File: config.mk
export PLATFORM = sky130hd
export DESIGN_NAME = icap_quad
export DESIGN_NICKNAME = d
export VERILOG_FILES = /design/src/rtl/icap_pkg.sv /design/src/rtl/icap_edge.sv /design/src/rtl/icap_chan.sv /design/src/rtl/icap_quad.sv
export SDC_FILE = /design/constraint.sdc
export NUM_CORES = 1
export LEC_CHECK = 0
export ABC_AREA = 0
export ABC_CLOCK_PERIOD_IN_PS = 1450
export BUFFER_PORTS_ARGS = -buffer_cell sky130_fd_sc_hd__buf_2
export CORE_MARGIN = 10
export CORE_UTILIZATION = 47
export CTS_CLUSTER_DIAMETER = 100
export DETAILED_ROUTE_END_ITERATION = 10
export GPL_TIMING_DRIVEN = 0
export PLACE_DENSITY_LB_ADDON = 0.15
export SKIP_LAST_GASP = 1
export SLEW_MARGIN = 20
export SYNTH_ARGS = -nofsm -noshare
export SYNTH_HDL_FRONTEND = slang
export SYNTH_HIERARCHICAL = 1
export SYNTH_SLANG_ARGS = --single-unit
File: constraint.sdc
create_clock -name clk -period 1.45 [get_ports clk]
set_input_delay 0.29 -clock clk [delete_from_list [all_inputs] [get_ports clk]]
set_output_delay 0.29 -clock clk [all_outputs]
set_load 0.1 [all_outputs]
File: src/rtl/icap_pkg.sv
package icap_pkg;
  localparam int NCH  = 4;
  localparam int CH_A = 0;
  localparam int CH_B = 1;
  localparam int CH_C = 2;
  localparam int CH_D = 3;

  // Edge detection: rise_sel = 1 picks a low-to-high transition.
  function automatic logic edge_hit(input logic cur, input logic prev, input logic rise_sel);
    return rise_sel ? (cur & ~prev) : (~cur & prev);
  endfunction

  // Flag update: a capture takes priority over a clear.
  function automatic logic flag_next(input logic cur, input logic set, input logic clr);
    if (set) return 1'b1;
    if (clr) return 1'b0;
    return cur;
  endfunction
endpackage

File: src/rtl/icap_edge.sv
module icap_edge #(
  parameter int STAGES = 2
) (
  input  logic clk,
  input  logic rst_n,
  input  logic pin_i,
  input  logic rise_sel_i,
  output logic edge_o
);
  import icap_pkg::*;

  // STAGES synchronizer flops plus one history flop
  logic [STAGES:0] sh_q;

  always_ff @(posedge clk or negedge rst_n) begin
    if (!rst_n) sh_q <= '0;
    else        sh_q <= {sh_q[STAGES-1:0], pin_i};
  end

  assign edge_o = edge_hit(sh_q[STAGES-1], sh_q[STAGES], rise_sel_i);

  // an edge pulse lasts a single cycle when the select is held
  p_one_shot_r2: assert property (@(posedge clk) disable iff (!rst_n)
    (edge_o && $stable(rise_sel_i)) |=> (!edge_o || !$stable(rise_sel_i)));
endmodule

File: src/rtl/icap_chan.sv
module icap_chan #(
  parameter int CW = 16
) (
  input  logic          clk,
  input  logic          rst_n,
  input  logic          load_i,
  input  logic [CW-1:0] val_i,
  input  logic          set_i,
  input  logic          clr_i,
  output logic [CW-1:0] cap_o,
  output logic          flag_o
);
  import icap_pkg::*;

  logic [CW-1:0] cap_q;
  logic          flag_q;

  always_ff @(posedge clk or negedge rst_n) begin
    if (!rst_n) begin
      cap_q  <= '0;
      flag_q <= 1'b0;
    end else begin
      if (load_i) cap_q <= val_i;
      flag_q <= flag_next(flag_q, set_i, clr_i);
    end
  end

  assign cap_o  = cap_q;
  assign flag_o = flag_q;

  p_set_flag_r5: assert property (@(posedge clk) disable iff (!rst_n)
    set_i |=> flag_o);
  p_clear_r5: assert property (@(posedge clk) disable iff (!rst_n)
    (clr_i && !set_i) |=> !flag_o);
  p_hold_flag_r5: assert property (@(posedge clk) disable iff (!rst_n)
    (!clr_i && !set_i) |=> $stable(flag_o));
  p_hold_reg_r10: assert property (@(posedge clk) disable iff (!rst_n)
    !load_i |=> $stable(cap_o));
  p_load_r4: assert property (@(posedge clk) disable iff (!rst_n)
    load_i |=> (cap_o == $past(val_i)));
endmodule

File: src/rtl/icap_quad.sv
module icap_quad #(
  parameter int CNT_W       = 16,
  parameter int SYNC_STAGES = 2
) (
  input  logic             clk,
  input  logic             rst_n,
  input  logic [CNT_W-1:0] cnt_i,
  input  logic [3:0]       pin_i,
  input  logic [3:0]       edge_sel_i,
  input  logic [3:0]       irq_en_i,
  input  logic [1:0]       buf_en_i,
  input  logic [3:0]       flag_wr_i,
  input  logic [3:0]       flag_wdata_i,
  output logic [CNT_W-1:0] cap_a_o,
  output logic [CNT_W-1:0] cap_b_o,
  output logic [CNT_W-1:0] cap_c_o,
  output logic [CNT_W-1:0] cap_d_o,
  output logic [3:0]       flag_o,
  output logic             irq_o
);
  import icap_pkg::*;

  // Named internal events, visible to the assertions
  logic [NCH-1:0]            evt;
  logic [NCH-1:0]            load;
  logic [NCH-1:0]            clr;
  logic [NCH-1:0]            flag;
  logic [NCH-1:0][CNT_W-1:0] val;
  logic [NCH-1:0][CNT_W-1:0] cap;

  genvar gi;
  generate
    for (gi = 0; gi < NCH; gi++) begin : g_ch
      icap_edge #(.STAGES(SYNC_STAGES)) u_edge (
        .clk(clk), .rst_n(rst_n), .pin_i(pin_i[gi]),
        .rise_sel_i(edge_sel_i[gi]), .edge_o(evt[gi]));

      assign clr[gi] = flag_wr_i[gi] & ~flag_wdata_i[gi];

      icap_chan #(.CW(CNT_W)) u_chan (
        .clk(clk), .rst_n(rst_n), .load_i(load[gi]), .val_i(val[gi]),
        .set_i(evt[gi]), .clr_i(clr[gi]), .cap_o(cap[gi]), .flag_o(flag[gi]));
    end
  endgenerate

  // Load routing: C and D take the previous A and B values in buffer mode
  always_comb begin
    load[CH_A] = evt[CH_A];
    val[CH_A]  = cnt_i;
    load[CH_B] = evt[CH_B];
    val[CH_B]  = cnt_i;
    if (buf_en_i[0]) begin
      load[CH_C] = evt[CH_A];
      val[CH_C]  = cap[CH_A];
    end else begin
      load[CH_C] = evt[CH_C];
      val[CH_C]  = cnt_i;
    end
    if (buf_en_i[1]) begin
      load[CH_D] = evt[CH_B];
      val[CH_D]  = cap[CH_B];
    end else begin
      load[CH_D] = evt[CH_D];
      val[CH_D]  = cnt_i;
    end
  end

  assign cap_a_o = cap[CH_A];
  assign cap_b_o = cap[CH_B];
  assign cap_c_o = cap[CH_C];
  assign cap_d_o = cap[CH_D];
  assign flag_o  = flag;
  assign irq_o   = |(flag & irq_en_i);

  p_buf_shift_r8: assert property (@(posedge clk) disable iff (!rst_n)
    (buf_en_i[0] && evt[CH_A]) |=> (cap_c_o == $past(cap_a_o)));
  p_buf_shift_r9: assert property (@(posedge clk) disable iff (!rst_n)
    (buf_en_i[1] && evt[CH_B]) |=> (cap_d_o == $past(cap_b_o)));
  p_buf_pin_r10: assert property (@(posedge clk) disable iff (!rst_n)
    (buf_en_i[0] && evt[CH_C] && !evt[CH_A]) |=> ($stable(cap_c_o) && flag_o[CH_C]));
  p_nobuf_r11: assert property (@(posedge clk) disable iff (!rst_n)
    (!buf_en_i[0] && !evt[CH_C]) |=> $stable(cap_c_o));
  p_collide_r6: assert property (@(posedge clk) disable iff (!rst_n)
    (evt[CH_A] && clr[CH_A]) |=> flag_o[CH_A]);
  p_irq_r7: assert property (@(posedge clk) disable iff (!rst_n)
    (irq_o |-> ($countones(flag_o & irq_en_i) > 0)));
endmodule

==> metrics.cfg <==
[outcome]
status=finished, violations left
violations=negative setup slack

[min_path]
min_path_type=in2reg

[grt]
overflow=0
global_route.peak_usage_layer=met2
global_route.usage.met1=0.188
grtUsageMet2=0.245
vias_in_the_first_global_route=2445
grt_start_max_net_pins=46
grtUsageMet3=0.0401
grt_pass1_wl_um=13600
gr_util_all_layers=0.152
grt_antenna_before_repair=0

[placement]
gpl.final_weighted_congestion=0.699
place_inst=426
dp_hpwl_um=6010
placement.io_buffers=106

[synth]
netlist_area_um2=3700
syn_avg_cell_area_um2=17.0
synthDistinctLibCells=13
postSynthNetCount=257
synthesis.instances=217
ys_seq_area_frac=0.541
synth.ff_latch_count=80
yosysWarnings=6

[timing]
maximum_clock_frequency_ghz=0.620
layout_worst_path_cycle_share=1.11
timing_worst_slew_pin_value_ns=0.491
final_max_slew_violation_count=0
fin_hold_ws_ns=0.0448
setup_viol_count_final=41
hold_violations=0
relSlewSlack=0.672
period_needed_ns=1.61
setup_repair_after_global_routing_missed_its_margin=true
finClkSkew_ns=0.0101
final_critical_path_setup_slack_ns=-0.163

[power_and_ir_drop]
total_power_mw=10.5
power.static_leakage_nw=2.47
worst_ir_drop_vdd_uv=1460
cellPowerDensity_nw_per_um2=2020

[die]
dieArea_um2=11800
dieWidth_um=109
ioPinCount=109
rows=32
core_um2=7690
chipHeight_um=109
start_util=0.481

[drt]
remaining_routing_drc_violations=0
post_drt_via_cell_ratio=4.90
detail_route.wirelength_um=8830
vias=2246
route.detailed.wl_per_inst_um=19.3
drt_iter0_drc=39
first_pass_iters=4
route.antenna.remaining_nets=0

[finish]
fillCellCount=561
layout_nets=391
layout.cells.most_common=mux2_4
finish.utilization=0.674
final_layout_size_suffix_gt1_frac=0.820
layout.cells.most_common_list=mux2_4 (72), buf_4 (49), dfrtp_1 (44)
insertedDiodeCount=0
final_non_filler_cells=458
syn_to_final_growth_pct=40.2

[critical_path]
timing_worst_setup_path_type=reg2reg
cp_slowest_cell=dfrtp_1
timing.critical_path.to_type=flip-flop
cp_slowest_stage_delay_ns=0.40
crit_path_cell_trace=nand3b_1 -> o21ai_2 -> mux2_4 -> buf_12 -> buf_12 -> mux2_4
crit_path_start_kind=flip-flop
crit_fanout=5
rrSetupSlack_ns=-0.16
critical_path.top_delay_family=multiplexers
worst-endpoint-arrival_ns=1.85
critical_path.n_buffers_inverters=2
worstPathRequired_ns=1.69

[run]
drv.max_cap_violation_count=0

[clock_network]
cts.clk_slew.worst_paths_ns=0.08
htree_num_levels=3
clock_tree.buffer_depth=2
cts_sinks=80
clock_latency_ns=0.35
cts-root-buf=clkbuf_8
cts_inserted_buffers=9
cts_tree=done

-- repair_timing --
item,in CTS,in global routing
endpoints found under the hold margin,35,0
gates resized for setup,62,36
pin swaps,2,2
hold buffers,1,0
setup endpoints to repair,95,82
cloned,3,1
setup buffers,13,3
-- registers in the layout, summed over array words and instances (netlist names) --
| signal | flops |
|---|---|
| g_ch.u_chan/cap_o | 64 |
| g_ch.u_edge/sh_q | 12 |
| g_ch.u_chan/flag_o | 4 |
-- per-stage QoR --
stage	setup TNS [ns]	setup WS (ns)	instance area (um^2)
detailed placement	-4.27	-0.187	4460
finish	-2.77	-0.163	5180
CTS	-3.67	-0.159	5050
floorplan	-0.906	-0.0447	3770
global route	-5.29	-0.218	5180
global placement	-52.15	-0.693	4430
-- layout make-up --
class | count | area, um^2 | share of cell area
sequential | 80 | 2050 | 0.395
multi-input combinational | 121 | 1600 | 0.309
timing repair buffer | 127 | 1040 | 0.202
buffer | 8 | 143 | 0.0275
clock buffer | 12 | 135 | 0.0261
tap | 102 | 128 | 0.0246
clock inverter | 4 | 70.1 | 0.0135
inverter | 4 | 15.0 | 0.00290
-- report_power, final --
group          internal [mW]  switching [mW]
Combinational           1.53            4.14
Clock                  0.967           0.775
Sequential              2.74           0.331
-- cell usage after synthesis --
cell type / instances / area (um^2)
buf_6: 6 / 67.6
mux2_2: 38 / 428
dfrtp_1: 80 / 2000
o21ai_2: 4 / 35.0
a21o_1: 4 / 30.0
nand2b_1: 4 / 25.0
mux2_4: 60 / 901
nand2_1: 1 / 3.75
inv_1: 4 / 15.0
buf_12: 6 / 120
nor2b_1: 4 / 25.0
a22oi_1: 2 / 15.0
nand3b_1: 4 / 30.0
-- kinds of logic (layout without fill, tap and decap cells) --
| logic type | count (synthesis) | after routing | share of synthesized area |
|---|---|---|---|
| and+or+nand+nor | 13 | 13 | 0.0227 |
| muxes | 98 | 98 | 0.359 |
| buffers and inverters | 16 | 155 | 0.0548 |
| DFF | 80 | 80 | 0.541 |
| AOI/OAI and AO/OA | 10 | 10 | 0.0217 |
-- final timing paths --
kind / startpoint / endpoint / cells past startpoint
worst max-delay path: g_ch[2].u_edge/sh_q[2]$_DFF_PN0_ / g_ch[2].u_chan/cap_o[2]$_DFFE_PN0P_ / 6
worst min-delay path: pin_i[2] / g_ch[2].u_edge/sh_q[0]$_DFF_PN0_ / 1
worst max register to register: g_ch[2].u_edge/sh_q[2]$_DFF_PN0_ / g_ch[2].u_chan/cap_o[2]$_DFFE_PN0P_ / 6
worst min register to register: g_ch[3].u_edge/sh_q[0]$_DFF_PN0_ / g_ch[3].u_edge/sh_q[1]$_DFF_PN0_ / 0
max in group asynchronous: rst_n / g_ch[0].u_chan/cap_o[12]$_DFFE_PN0P_ / 3
min in group asynchronous: rst_n / g_ch[2].u_chan/cap_o[3]$_DFFE_PN0P_ / 2
-- layer usage --
metal | part of all wire | vias to the layer above
li1 | - | 1038
met1 | 0.43 | 1135
met2 | 0.49 | 62
met3 | 0.059 | 11
met4 | 0.016 | 0
met5 | 0 | -
No activity file was read; power rests on OpenSTA's default activity.
